### config.mk
export PLATFORM = sky130hd
export DESIGN_NAME = inband_req_issuer
export DESIGN_NICKNAME = d
export VERILOG_FILES = /design/src/rtl/inband_req_issuer.sv
export SDC_FILE = /design/constraint.sdc
export NUM_CORES = 1
export LEC_CHECK = 0
export ABC_CLOCK_PERIOD_IN_PS = 3300
export BUFFER_PORTS_ARGS = -buffer_cell sky130_fd_sc_hd__buf_2
export CORE_UTILIZATION = 54
export DETAILED_ROUTE_END_ITERATION = 8
export GPL_TIMING_DRIVEN = 0
export PLACE_DENSITY = 0.89
export SLEW_MARGIN = 20
export SYNTH_ARGS = -nofsm -noshare
export SYNTH_HDL_FRONTEND = slang
export SYNTH_SLANG_ARGS = --single-unit
### constraint.sdc
create_clock -name clk -period 3.3 [get_ports clk]
set_clock_uncertainty 0.05 [all_clocks]
set_input_delay 0.165 -clock clk [delete_from_list [all_inputs] [get_ports clk]]
set_output_delay 0.165 -clock clk [all_outputs]
set_load 0.01 [all_outputs]
### src/rtl/inband_req_issuer.sv
module inband_req_issuer #(
  parameter int DEPTH_W = 8
) (
  input  logic               clk,
  input  logic               rst_n,
  input  logic               cfg_we,
  input  logic [DEPTH_W-1:0] cfg_depth,
  input  logic               in_valid,
  input  logic [3:0]         in_cmd,
  input  logic [63:3]        in_addr,
  input  logic [2:0]         in_len,
  output logic               in_pop,
  input  logic               gnt_n,
  input  logic [2:0]         bus_status,
  input  logic               slot_free,
  output logic               req_n,
  output logic               pipe_n,
  output logic [3:0]         bus_cmd,
  output logic [31:0]        bus_ad
);

  localparam logic [3:0] CMD_FLUSH = 4'b1010;
  localparam logic [3:0] CMD_FENCE = 4'b1100;
  localparam logic [3:0] CMD_DUAL  = 4'b1101;
  localparam int         CW        = DEPTH_W + 1;

  typedef enum logic [1:0] {S_IDLE, S_ARB, S_BURST} state_t;

  state_t             state;
  logic [DEPTH_W-1:0] depth_q, cnt_q;
  logic               stg_v, dac_ph;
  logic [3:0]         stg_cmd;
  logic [63:3]        stg_addr;
  logic [2:0]         stg_len;

  logic stg_dual, stg_slot, room, stg_ok, granted, issue;
  logic first_dual, final_w, inc, dec, nxt_ok, last;
  logic [CW-1:0] cnt_after;
  logic [3:0]  w_cmd;
  logic [31:0] w_ad;

  assign stg_dual   = (stg_addr[63:32] != 32'd0) && (stg_cmd != CMD_FLUSH) && (stg_cmd != CMD_FENCE);
  assign stg_slot   = (stg_cmd != CMD_FENCE);
  assign room       = (cnt_q < depth_q);
  assign stg_ok     = stg_v && (depth_q != '0) && (!stg_slot || room || dac_ph);
  assign granted    = !gnt_n && (bus_status == 3'b111);
  assign issue      = (state == S_ARB && granted) || (state == S_BURST);

  assign first_dual = stg_dual && !dac_ph;
  assign final_w    = !first_dual;
  assign w_cmd      = first_dual ? CMD_DUAL : stg_cmd;
  assign w_ad       = (stg_dual && dac_ph) ? stg_addr[63:32] : {stg_addr[31:3], stg_len};

  assign inc        = issue && stg_slot && !dac_ph;
  assign dec        = slot_free && (cnt_q != '0);
  assign cnt_after  = {1'b0, cnt_q} + CW'(inc);
  assign nxt_ok     = in_valid && ((in_cmd == CMD_FENCE) || (cnt_after < {1'b0, depth_q}));
  assign last       = final_w && !nxt_ok;
  assign in_pop     = in_valid && (!stg_v || (issue && final_w));

  always_ff @(posedge clk) begin
    if (!rst_n) begin
      state    <= S_IDLE;
      req_n    <= 1'b1;
      pipe_n   <= 1'b1;
      bus_cmd  <= '0;
      bus_ad   <= '0;
      depth_q  <= '0;
      cnt_q    <= '0;
      stg_v    <= 1'b0;
      dac_ph   <= 1'b0;
      stg_cmd  <= '0;
      stg_addr <= '0;
      stg_len  <= '0;
    end else begin
      cnt_q <= cnt_q + DEPTH_W'(inc) - DEPTH_W'(dec);

      if (in_pop) begin
        stg_v    <= 1'b1;
        stg_cmd  <= in_cmd;
        stg_addr <= in_addr;
        stg_len  <= in_len;
      end else if (issue && final_w) begin
        stg_v <= 1'b0;
      end

      if (issue) begin
        dac_ph  <= first_dual;
        pipe_n  <= 1'b0;
        bus_cmd <= w_cmd;
        bus_ad  <= w_ad;
        if (last) begin
          req_n <= 1'b1;
          state <= S_IDLE;
        end else begin
          state <= S_BURST;
        end
      end else begin
        pipe_n  <= 1'b1;
        bus_cmd <= '0;
        bus_ad  <= '0;
        if (state == S_IDLE && pipe_n) begin
          if (cfg_we) begin
            depth_q <= cfg_depth;
          end else if (stg_ok) begin
            req_n <= 1'b0;
            state <= S_ARB;
          end
        end
      end
    end
  end

  assert_quiet_depth0_R2: assert property (@(posedge clk) disable iff (!rst_n)
    (depth_q == '0) |-> (req_n && pipe_n));

  assert_grant_first_R3: assert property (@(posedge clk) disable iff (!rst_n)
    $fell(pipe_n) |-> $past(!gnt_n && bus_status == 3'b111));

  assert_strobe_release_R6: assert property (@(posedge clk) disable iff (!rst_n)
    (!pipe_n && req_n) |=> pipe_n);

  assert_dual_pair_R7: assert property (@(posedge clk) disable iff (!rst_n)
    (!pipe_n && bus_cmd == CMD_DUAL) |=> (!pipe_n && bus_cmd != CMD_DUAL));

  assert_no_overflow_R8: assert property (@(posedge clk) disable iff (!rst_n)
    (cnt_q > $past(cnt_q)) |-> (cnt_q <= depth_q));

endmodule

## Word level (Yosys, flattened, before mapping)

Cells that the tools add are included.

| word-level totals | value |
|---|---|
| register bits after elaboration | 126 |
| input port bits | 85 |
| output and inout bits | 39 |
| logic and storage cells | 82 |

| operators by class | value |
|---|---|
| $add $sub $neg | 3 |
| $lt $le $gt $ge | 2 |
| equality and inequality tests | 8 |
| muxes and demuxes | 15 |
| bitwise logic cells | 2 |
| reductions and logical operators | 39 |

Operator list:

| kind | number |
|---|---|
| 2-to-1 mux 32 bit | 1 |
| nonzero test 32 bit | 1 |
| logical AND 1 bit | 16 |
| nonzero test 8 bit | 2 |
| 2-to-1 mux 2 bit | 5 |
| adder 8 x 1 -> 9 bit | 1 |
| < comparator 9 x 8 -> 1 bit | 1 |
| adder 8 x 1 -> 8 bit | 1 |
| < comparator 8 bit | 1 |
| 2-to-1 mux 1 bit | 8 |
| != test 4 bit (second input constant) | 2 |
| subtractor 8 x 1 -> 8 bit | 1 |
| logical NOT 1 bit | 6 |
| AND reduction 3 bit | 2 |
| nonzero test 2 bit | 3 |
| logical OR 1 bit | 5 |
| == test 4 bit (second input constant) | 1 |
| 2-to-1 mux 4 bit | 1 |
| != test 2 x 1 -> 1 bit (second input constant) | 2 |
| AND reduction 4 bit | 1 |
| == test 3 bit (second input constant) | 1 |
| OR reduction 3 bit | 1 |
| == test 2 x 1 -> 1 bit (second input constant) | 1 |
| == test 2 bit (second input constant) | 1 |
| other kinds (3) | 4 |

## Logic depth before layout (Yosys ltp)

| logic depth | value |
|---|---|
| depth in word-level cells | 14 |
| mapped depth | 16 |
| depth with buffers taken out | 16 |

## Least setup slack after synthesis

No wires, ideal clock.

| timing path | value |
|---|---|
| kind | register to register |
| start | register state[0] |
| end | register req_n |
| library setup time | 0.114 ns |
| arrival time | 2.878 ns |
| required time | 3.136 ns |
| slack | 0.258 ns |
| cell stages (with the launch flop) | 17 |
| path buffers | 0 |
| clock period less this slack | 3.042 ns |
| cells stage by stage | dfxtp_1 inv_1 nor4_1 a21oi_1 or2_2 inv_1 ha_1 ha_1 nand3_1 xnor2_1 ha_1 a21oi_1 o21ai_0 o21bai_1 a21oi_1 o31ai_1 a21o_1 |

| on the way | value |
|---|---|
| longest elaborated chain between the ends | 13 |
| elaborated cells on any way between the ends | 20 |
| those cells by class | add/sub: 1; order compare: 1; eq/ne: 4; mux: 1; reduce/logical: 13 |

RTL lines:

| element | line | text |
|---|---|---|
| from (decl) | 29 | `state_t state;` |
| from (signal assigned) | 63 | `state <= S_IDLE;` |
| from (signal assigned) | 94 | `state <= S_IDLE;` |
| from (signal assigned) | 96 | `state <= S_BURST;` |
| == test 2 x 1 -> 1 bit | 47 | `assign issue = (state == S_ARB && granted) \|\| (state == S_BURST);` |
| logical AND 1 bit | 47 |  |
| logical OR 1 bit | 47 |  |
| logical AND 1 bit (2 in a row) | 54 | `assign inc = issue && stg_slot && !dac_ph;` |
| adder 8 x 1 -> 9 bit | 56 | `assign cnt_after = {1'b0, cnt_q} + CW'(inc);` |
| < comparator 9 x 8 -> 1 bit | 57 | `assign nxt_ok = in_valid && ((in_cmd == CMD_FENCE) \|\| (cnt_after < {1'b0, depth_q}));` |
| logical OR 1 bit | 57 |  |
| logical AND 1 bit | 57 |  |
| logical NOT 1 bit | 58 | `assign last = final_w && !nxt_ok;` |
| logical AND 1 bit | 58 |  |
| != test 2 x 1 -> 1 bit (no source line) | -- |  |
| AND reduction 4 bit (no source line) | -- |  |
| to (signal assigned) | 64 | `req_n <= 1'b1;` |
| to (signal assigned) | 93 | `req_n <= 1'b1;` |
| to (signal assigned) | 106 | `req_n <= 1'b0;` |
| to (decl) | 16 | `output logic req_n,` |

Parallel ways exist; a longest one is shown, timed or not.
A chain may end at the register's enable or synchronous reset.

## Worst setup path after layout

| timing path | value |
|---|---|
| start | register state[0] |
| end | register cnt_q[6] |

| on the way | value |
|---|---|
| longest elaborated chain between the ends | 7 |
| elaborated cells on any way between the ends | 8 |
| those cells by class | add/sub: 2; eq/ne: 2; reduce/logical: 4 |

RTL lines:

| element | line | text |
|---|---|---|
| == test 2 x 1 -> 1 bit | 47 |  |
| logical AND 1 bit | 47 |  |
| logical OR 1 bit (*) | 47 |  |
| logical AND 1 bit (*) (2 in a row) | 54 |  |
| adder 8 x 1 -> 8 bit (*) | 76 | `cnt_q <= cnt_q + DEPTH_W'(inc) - DEPTH_W'(dec);` |
| subtractor 8 x 1 -> 8 bit (*) | 76 |  |
| to (signal assigned) | 76 |  |
| to (decl) | 30 | `logic [DEPTH_W-1:0] depth_q, cnt_q;` |

Mark *: on every way between the ends. The rest lies on a longest branch, timed or not.

==> parameters.txt <==
Parameter                              Value

Clock network
  Clock Path Buffers ... 2
  Inserted Clock Buffers ... 17
  Total number of H-tree levels ... 4
  Reg clk slew, reported paths ... 70 ps
  Cell at the root of the clock tree ... sky130_fd_sc_hd__clkbuf_8
  Clk sink count ... 126
  TritonCTS clock tree ... done
  Clock Latency Late Sink ... 540 ps

Synthesis
  Mux share of post-synthesis cell area ... 5.97%
  Total of flip-flops plus latches after synthesis ... 126
  Post-synthesis cell count ... 633
  Synthesized netlist net count ... 752
  Synth Cell Area ... 0.00570 sq mm
  Post-synthesis share of cell area spent on xor and xnor gates ... 1.38%
  Async set-reset flop share out of synthesis ... 0%
  Sequential share of the synthesized area ... 44.2%
  Number of enable flip-flop cells after synthesis ... 0
  Dominant combinational cell family by area after synthesis ... simple AND/OR/NAND/NOR gates
  Compound-Gate Fraction of Synth Area ... 13.0%
  Synth warn ... 0
  Prevailing post-synth register cell ... sky130_fd_sc_hd__dfxtp_1
  Synth Area in Simple Gates ... 22.2%
  Number of distinct standard cells referenced by the synthesized netlist ... 46
  Syn Area/Cell ... 9.01 sq um
  Adder and majority gate portion of the synthesized area ... 7.59%

Critical path
  Kind of launch point of the worst setup path ... flop
  Critical setup path kind ... reg2reg
  Maximum net fanout on the critical path ... 4
  R2r startpoint ... state[0]$_SDFFE_PN0P_
  Worst path arrival time ... 3580 ps
  Capturing element type of the critical path ... flop
  Worst path required time ... 3680 ps
  R2R setup slack ... 100 ps
  Depth of the worst register-to-register path ... 15
  Terminus of the critical flop-to-flop path ... cnt_q[6]$_SDFF_PN0_
  End point of the critical path ... cnt_q[6]$_SDFF_PN0_
  Crit path from ... state[0]$_SDFFE_PN0P_

Drt
  Total number of vias ... 6100
  WL final ... 20200 um
  First-pass iteration count of the detailed router ... 5
  DRC violations left ... 0
  Average wire per standard cell ... 20.1 um
  Vias per inst ... 6.06
  Number of DRC violations after detailed-routing iteration 0 ... 636
  Post-DRT Antenna Nets ... 0

Flow run
  Number of violations of the max-capacitance limit ... 0

Global route
  Number of global-route vias before repair ... 5971
  Combined global-route utilization of all metal layers ... 37.0%
  Largest net degree at the start of global routing ... 17
  Remaining Overflow, GRT ... 0
  Wire length of the first global-routing pass ... 30900 um
  Number of antenna violations at the first check in global routing ... 1

Timing
  Worst Tran Pin Value ... 596 ps
  Setup violators final ... 0
  Hold slack ... 112 ps
  Post-route clock period utilization ... 96.9%
  Clock period minus final worst setup slack ... 3200 ps
  Max Freq ... 313 MHz
  Final hold violations ... 0
  Final number of max-transition violations ... 0
  Worst-case headroom to the max-slew limit ... 60.3%
  Final worst slack ... 101 ps

Power and ir drop
  PD cells ... 606 mW/mm^2
  Maximum vdd drop ... 335 uV
  Static leakage ... 0.00356 uW

Finish
  Area of combinational cells with multiple inputs ... 0.00292 sq mm
  Footprint of the flip-flops and latches ... 0.00252 sq mm
  Final-stage net count ... 975
  Layout cell share with drive strength beyond 1 ... 27.0%
  Area Growth Syn to Fin ... 39.2%
  Post-Layout Cell Count ... 1007
  Layout Cell Area excl Fill ... 0.00794 sq mm
  Post-layout utilization of the core ... 77.2%
  Fill cells ... 619

Floorplanning
  Chip width ... 105 um
  Initial standard-cell utilization of the core ... 55.5%
  Placement row count ... 37
  Height of the chip ... 105 um
  I/O pins ... 124
  Core Box Area ... 0.0103 sq mm
  Die Outline Area ... 0.0110 sq mm

Hold path
  Worst hold path type ... in2reg

Placed design
  Cell count after placement ... 892
  PortBufs ... 123
  Placed cell areas ... 0.00649 sq mm
  Worst-case setup slack after placement ... -205 ps
  Detailed-placement wirelength estimate ... 10500 um
  RePlAce Congestion ... 0.833

Status
  Result of the run ... complete, no violations
[synth_stat cells (17+ instances only)]
master	number	area share [%]
sky130_fd_sc_hd__ha_1	33	7.2
sky130_fd_sc_hd__nand2_1	76	5.0
sky130_fd_sc_hd__nand3_1	51	4.5
sky130_fd_sc_hd__dfxtp_1	126	44
sky130_fd_sc_hd__o21ai_2	20	3.1
sky130_fd_sc_hd__clkbuf_1	17	1.1
sky130_fd_sc_hd__nand3_2	20	3.5
sky130_fd_sc_hd__inv_1	24	1.6
sky130_fd_sc_hd__o21ai_0	57	5.0
sky130_fd_sc_hd__mux2i_1	34	6.0
sky130_fd_sc_hd__a21oi_1	19	1.7
sky130_fd_sc_hd__nor2_1	52	3.4
[per-layer routing]
metal  track usage, %  share of wire, %  vias to the layer above
met2             60.9                47                      493
met4             27.4               8.1                        0
met3             12.2                10                      163
li1                 -                 -                     2631
met1             39.5                35                     2813
met5                0                 0                        -
[sequential cells by signal, indices dropped and copies added (netlist names)]
name      count
bus_ad       32
bus_cmd       4
cnt_q         8
dac_ph        1
depth_q       8
pipe_n        1
req_n         1
state         2
stg_addr     61
stg_cmd       4
stg_len       3
stg_v         1
[area by class of cell]
class | count | area share (%)
clock buffers | 18 | 5.39
inverters | 24 | 1.13
clock inverters | 14 | 1.86
diodes | 2 | 0.0631
flip-flops and latches | 126 | 31.8
multi-input cells | 442 | 36.8
repair buffers | 204 | 17.8
plain buffers | 41 | 2.93
well taps | 136 | 2.14
[where the power goes]
group	internal (uW)	leakage (uW)	switching (uW)
Combinational	543	0.00225	620
Clock	1050	0.000282	817
Sequential	1630	0.00103	146
[worst max-delay path, stage by stage (launching register included)]
cell and delay, ps:
sky130_fd_sc_hd__dfxtp_2 360, sky130_fd_sc_hd__inv_2 80, sky130_fd_sc_hd__nor4_4 360, sky130_fd_sc_hd__a21oi_4 80, sky130_fd_sc_hd__or2_4 280, sky130_fd_sc_hd__ha_1 280
sky130_fd_sc_hd__inv_1 70, sky130_fd_sc_hd__ha_1 170, sky130_fd_sc_hd__inv_1 60, sky130_fd_sc_hd__fa_1 400, sky130_fd_sc_hd__nand2b_1 190, sky130_fd_sc_hd__a21oi_1 180
sky130_fd_sc_hd__o21ai_0 120, sky130_fd_sc_hd__a21oi_1 180, sky130_fd_sc_hd__o21ai_0 90, sky130_fd_sc_hd__and3_1 160
[what timing repair did]
item / CTS / global route
pin swaps: 1 / 3
setup buffers: 1 / 3
gates resized for setup: 4 / 10
endpoints found under the setup margin: 4 / 5
endpoints found under the hold margin: 77 / 0
hold buffers: 77 / 0
[logic make-up after synthesis]
| group | count (synthesis) |
|---|---|
| xor gates and xnor gates | 9 |
| DFF | 126 |
| buffers and inverters | 65 |
| adders and majority gates | 34 |
| AOI/OAI and AO/OA | 116 |
| muxes | 34 |
| and+or+nand+nor | 249 |
[metrics by stage]
| step | power [uW] | setup TNS, ps |
|---|---|---|
| 2_1_floorplan | 2490 | 0 |
| 3_3_place_gp | 2710 | -94.0 |
| 3_5_place_dp | 2760 | -374 |
| 4_1_cts | 4660 | 0 |
| 5_1_grt | 4970 | -50.5 |
| 6_report | 4810 | 0 |
[how the worst min path moves through the flow]
stage	endpoint	cells after the start	slack, ps	startpoint
finish	bus_cmd[3]$_SDFF_PN0_	4	110	rst_n
global route	bus_cmd[3]$_SDFF_PN0_	4	140	rst_n
CTS	req_n$_SDFFE_PN1P_	5	80	cfg_we
global placement	stg_addr[22]$_SDFFE_PN0P_	3	330	in_addr[22]
floorplan	stg_addr[14]$_SDFFE_PN0P_	2	240	in_addr[14]
detailed placement	stg_addr[18]$_SDFFE_PN0P_	3	330	in_addr[18]
[cell usage in the layout, fill, tap and decap left out, types with 4 or more instances in the layout]
cell                            instances
sky130_fd_sc_hd__a21oi_1               16
sky130_fd_sc_hd__buf_2                136
sky130_fd_sc_hd__dfxtp_1              125
sky130_fd_sc_hd__o21ai_0               57
sky130_fd_sc_hd__and3_1                 4
sky130_fd_sc_hd__nor4_1                 9
sky130_fd_sc_hd__nand2b_1               8
sky130_fd_sc_hd__nor2b_1               12
sky130_fd_sc_hd__a21o_1                 4
sky130_fd_sc_hd__xor2_1                 4
sky130_fd_sc_hd__nand3_1               51
sky130_fd_sc_hd__inv_1                 23
sky130_fd_sc_hd__nor2_1                52
sky130_fd_sc_hd__mux2i_1               34
sky130_fd_sc_hd__o21ai_2               20
sky130_fd_sc_hd__clkbuf_1              17
sky130_fd_sc_hd__dlygate4sd3_1         77
sky130_fd_sc_hd__inv_6                  7
sky130_fd_sc_hd__clkbuf_16             16
sky130_fd_sc_hd__nand2_1               76
sky130_fd_sc_hd__nand3_2               20
sky130_fd_sc_hd__xnor2_1                5
sky130_fd_sc_hd__ha_1                  31
sky130_fd_sc_hd__buf_4                  4
No activity file was read; power rests on OpenSTA's default activity.
